**config.mk**
```make
export PLATFORM = sky130hd
export DESIGN_NAME = runahead_ctrl
export DESIGN_NICKNAME = d
export VERILOG_FILES = /design/src/rtl/runahead_ctrl.sv
export SDC_FILE = /design/constraint.sdc
export NUM_CORES = 1
export LEC_CHECK = 0
export BUFFER_PORTS_ARGS = -buffer_cell sky130_fd_sc_hd__buf_2
export CORE_MARGIN = 5
export CORE_UTILIZATION = 55
export CTS_CLUSTER_SIZE = 16
export DETAILED_ROUTE_END_ITERATION = 10
export PLACE_DENSITY = 0.75
export SLEW_MARGIN = 25
export SYNTH_ARGS = -nofsm -noshare
export SYNTH_HDL_FRONTEND = slang
export SYNTH_SLANG_ARGS = --single-unit
```
**constraint.sdc**
```tcl
create_clock -name clk -period 3.5 [get_ports clk]
set_input_delay 0.7 -clock clk [delete_from_list [all_inputs] [get_ports clk]]
set_output_delay 0.7 -clock clk [all_outputs]
set_load 0.02 [all_outputs]
```
**src/rtl/runahead_ctrl.sv**
```systemverilog
module runahead_ctrl #(
  parameter int NREG = 8,
  parameter int DW = 8,
  localparam int AW = $clog2(NREG)
) (
  input  logic          clk,
  input  logic          rst_n,
  input  logic          in_valid,
  input  logic [AW-1:0] in_dst,
  input  logic [AW-1:0] in_src_a,
  input  logic [AW-1:0] in_src_b,
  input  logic          in_is_load,
  input  logic          in_miss,
  input  logic [DW-1:0] in_data,
  input  logic          miss_ret,
  input  logic [AW-1:0] rd_addr,
  output logic [DW-1:0] rd_data,
  output logic          rd_poison,
  output logic          runahead,
  output logic          busy,
  output logic          pf_valid,
  output logic [DW-1:0] pf_addr
);
  typedef enum logic [1:0] {M_NORM, M_AHEAD, M_RESTORE} mode_t;

  mode_t            mode;
  logic [DW-1:0]    arf  [NREG];
  logic [DW-1:0]    ckpt [NREG];
  logic [NREG-1:0]  psn;

  wire in_run    = (mode == M_AHEAD);
  wire blk       = (mode == M_NORM) && in_valid && in_is_load && in_miss;
  wire src_bad   = psn[in_src_a] | (!in_is_load & psn[in_src_b]);
  wire ahead_psn = src_bad | (in_is_load & in_miss);
  wire pf_go     = in_run && in_valid && in_is_load && !psn[in_src_a];

  always_ff @(posedge clk) begin
    if (!rst_n) mode <= M_NORM;
    else begin
      case (mode)
        M_NORM:  if (blk) mode <= M_AHEAD;
        M_AHEAD: if (miss_ret) mode <= M_RESTORE;
        default: mode <= M_NORM;
      endcase
    end
  end

  always_ff @(posedge clk) begin
    if (!rst_n) begin
      for (int i = 0; i < NREG; i++) begin
        arf[i]  <= '0;
        ckpt[i] <= '0;
      end
      psn <= '0;
    end else begin
      case (mode)
        M_NORM: begin
          if (blk) begin
            for (int i = 0; i < NREG; i++) ckpt[i] <= arf[i];
            psn[in_dst] <= 1'b1;
          end else if (in_valid) begin
            arf[in_dst] <= in_data;
          end
        end
        M_AHEAD: begin
          if (in_valid) begin
            psn[in_dst] <= ahead_psn;
            if (!ahead_psn) arf[in_dst] <= in_data;
          end
        end
        default: begin
          for (int i = 0; i < NREG; i++) arf[i] <= ckpt[i];
          psn <= '0;
        end
      endcase
    end
  end

  always_ff @(posedge clk) begin
    if (!rst_n) begin
      pf_valid <= 1'b0;
      pf_addr  <= '0;
    end else begin
      pf_valid <= pf_go;
      pf_addr  <= arf[in_src_a];
    end
  end

  assign runahead  = in_run;
  assign busy      = (mode == M_RESTORE);
  assign rd_data   = arf[rd_addr];
  assign rd_poison = psn[rd_addr];
endmodule

```
==> implementation parameters <==
Parameter                              Value

Clock network
  Maximum root-to-sink buffer count ... 2
  Inserted Clock Buffers ... 17
  Clock transition at path regs ... ~0.06 ns
  CTS tree ... done
  Cell chosen for the clock root ... sky130_fd_sc_hd__clkbuf_16
  Post_cts resized ... 0
  Number of clock sinks seen by CTS ... between 100 and 150
  Count of H-tree levels built during CTS ... 4
  Post-CTS setup buffers ... 0
  Later-pin clock latency in the skew report ... 0.43 ns
  Number of hold buffers added after cts ... 0

Floorplan
  Number of cell rows ... 41
  Effective utilization at floorplan ... 0.558
  Total die area ... 15,100 sq um
  Top-level I/O count ... 46
  Floorplan Core Area ... ~13,000 sq um
  Die span in x ... 123 microns
  Die boundary height ... 123 microns

Worst setup path
  Crit-path max FO ... 10
  Data arrival at the endpoint of the critical path ... 2.22 ns
  Source of the worst register-to-register timing path ... psn[3]
  CP Launch Type ... primary input
  Crit path from ... rd_addr[0]
  Worst Path Class, Setup ... primary input to output port
  Worst Path Required ... 2.80 ns
  Critical Path End Type ... output port

Cells and area
  Most common library cell in the layout ignoring fill and taps ... sky130_fd_sc_hd__edfxtp_1
  Ratio of cells with drive above 1 in the final layout ... 0.247
  Area delta synth->final ... 14.5%
  Layout net count ... 588
  Total inserted antenna cells ... 0
  Utilization after layout ... 0.639
  Commonest cells after routing, fill and taps aside ... 128 x sky130_fd_sc_hd__edfxtp_1, 80 x sky130_fd_sc_hd__nand2_1, 66 x sky130_fd_sc_hd__and2_1, 48 x sky130_fd_sc_hd__o21ai_0, 45 x sky130_fd_sc_hd__buf_2
  # fillers ... between 900 and 1,000
  Fin cells ... 747

Synth
  Combined area of all synthesized cells ... 6980 sq um
  Total of warnings raised by yosys ... 0
  Most frequently used flop master after synthesis ... sky130_fd_sc_hd__edfxtp_1
  Total nets after synthesis ... approximately 540
  Sequential cell area fraction in the yosys report ... 0.605
  Flop and latch count out of synthesis ... approximately 150
  Number of synthesized flops with an enable pin ... 128
  Mean instance size in the synthesized netlist ... 13.6 sq um
  Post-Synthesis Cells ... between 500 and 600
  Number of distinct library cells after synthesis ... 37
  Synth async-reset ratio ... 0

Job
  Total of max-cap violations ... 0

Place
  Detail Placement HPWL ... between 10,000 and 15,000 microns
  Pre-CTS setup slack ... 0.497 ns
  Global placer's final weighted congestion ... 0.868
  Cell count after placement ... 715
  Number of I/O port buffers ... 45

Detailed routing
  Total vias in the final route ... about 4,700
  Count of routing violations after the opening detailed-route iteration ... 705
  Total Routed Length ... about 18,000 microns
  Wirelength per Cell ... 24.2 microns
  Vias per Instance ... 6.27
  DR DRC count ... 0
  First-pass iteration count of the detailed router ... 5
  Number of antenna-violating nets in the routed design ... 0

Timing
  Post-layout worst setup margin ... 0.575 ns
  Maximum frequency from static timing analysis ... 0.342 GHz
  Least-Margin Pin Slew ... 0.906 ns
  Unrepaired setup endpoints after global routing ... false
  Worst clock skew on the final layout ... 0.00848 ns
  Fin crit share ... 0.836
  Final slew viol count ... 0
  Minimum hold slack ... 0.461 ns
  Final critical path time including I/O delays and setup ... 2.92 ns
  Hold Violations, Final ... 0
  Final TNS setup ... 0 ns
  Relative max-transition margin ... 0.394
  Final setup fails ... 0

Global route
  Global-route wire length before repair ... ~28,000 microns
  Global-route total usage across every layer ... 0.258
  Number of antenna violations at the first check in global routing ... 0
  Vias in the first global route ... 4,673
  Gr ovfl total ... 0
  Largest net degree at the start of global routing ... 49

Power
  Power density of the placed cells ... about 520 nW/um^2
  Leak Pwr ... 3.12 nW
  IR Drop Worst-Case VDD ... 0.369 mV

Hold path
  Type of the most critical hold path ... primary input to flip-flop
  Origin of the worst min-delay path ... miss_ret

Status
  Result of the run ... finished clean
==> state kept, by name, summed over array words and instances (netlist names) <==
signal and flops:
pf_valid 1, arf 64, psn 8, pf_addr 8, ckpt 64, mode 2
==> report_power, final <==
group	switching (W)	total [W]	internal (W)
Sequential	0.0000534	0.00206	0.00201
Combinational	0.000223	0.000368	0.000145
Clock	0.000796	0.00173	0.000936
Total	0.00107	0.00416	0.00309
==> cell type report <==
cell class,count,area (sq um),area share
Clock buffer,17,425,0.0532
Tap cell,172,215,0.0269
Multi-Input combinational cell,330,2610,0.326
Timing Repair Buffer,65,388,0.0485
Inverter,1,3.75,0.000469
Clock inverter,15,135,0.0169
Sequential cell,147,4220,0.528
==> routing by layer <==
layer,part of all wire,GRT usage
met1,0.39,0.364
met2,0.47,0.394
met3,0.12,0.0682
met4,0.023,0.0847
met5,0,0
==> path summary, 6_finish.rpt <==
kind                                   end  slack, ns  cells past startpoint
worst max-delay path            rd_data[1]       0.58                      5
worst min-delay path               mode[0]       0.46                      2
worst max register to register   arf[6][3]       1.00                      6
worst min register to register   arf[4][5]       0.53                      2
==> worst max-delay path: stages <==
cell,delay [ns]
sky130_fd_sc_hd__buf_2,0.31
sky130_fd_sc_hd__buf_12,0.20
sky130_fd_sc_hd__mux4_2,0.51
sky130_fd_sc_hd__mux2_2,0.32
sky130_fd_sc_hd__buf_2,0.17
==> cells in the mapped netlist (3+ instances only) <==
| library cell | count | area share |
|---|---|---|
| sky130_fd_sc_hd__mux4_1 | 7 | 0.026 |
| sky130_fd_sc_hd__mux4_2 | 30 | 0.097 |
| sky130_fd_sc_hd__buf_6 | 3 | 0.0048 |
| sky130_fd_sc_hd__dfxtp_1 | 19 | 0.054 |
| sky130_fd_sc_hd__nor2_1 | 15 | 0.0081 |
| sky130_fd_sc_hd__nand3b_1 | 3 | 0.0032 |
| sky130_fd_sc_hd__a32o_1 | 8 | 0.011 |
| sky130_fd_sc_hd__clkbuf_1 | 22 | 0.012 |
| sky130_fd_sc_hd__buf_1 | 6 | 0.0032 |
| sky130_fd_sc_hd__o211ai_1 | 5 | 0.0054 |
| sky130_fd_sc_hd__o21ai_0 | 48 | 0.034 |
| sky130_fd_sc_hd__mux2i_1 | 26 | 0.037 |
| sky130_fd_sc_hd__o21bai_1 | 5 | 0.0054 |
| sky130_fd_sc_hd__edfxtp_1 | 128 | 0.55 |
| sky130_fd_sc_hd__and2_1 | 66 | 0.059 |
| sky130_fd_sc_hd__mux2_2 | 10 | 0.016 |
| sky130_fd_sc_hd__nand2_1 | 81 | 0.044 |
| sky130_fd_sc_hd__nand3_1 | 3 | 0.0021 |
==> cells by family after synthesis <==
| kind of cell | share of synthesized area |
|---|---|
| compound gates | 0.0690 |
| buf+inv | 0.0229 |
| flops | 0.605 |
| mux | 0.176 |
| simple gates | 0.127 |
==> stage by stage <==
| stage | power, W | instance area (sq um) |
|---|---|---|
| after floorplan | 0.00232 | 6980 |
| after global placement | 0.00245 | 7440 |
| after detailed placement | 0.00247 | 7440 |
| after CTS | 0.00417 | 8000 |
| after global routing | 0.00431 | 8000 |
| final | 0.00416 | 8000 |
(Power assumes the default switching activity.)
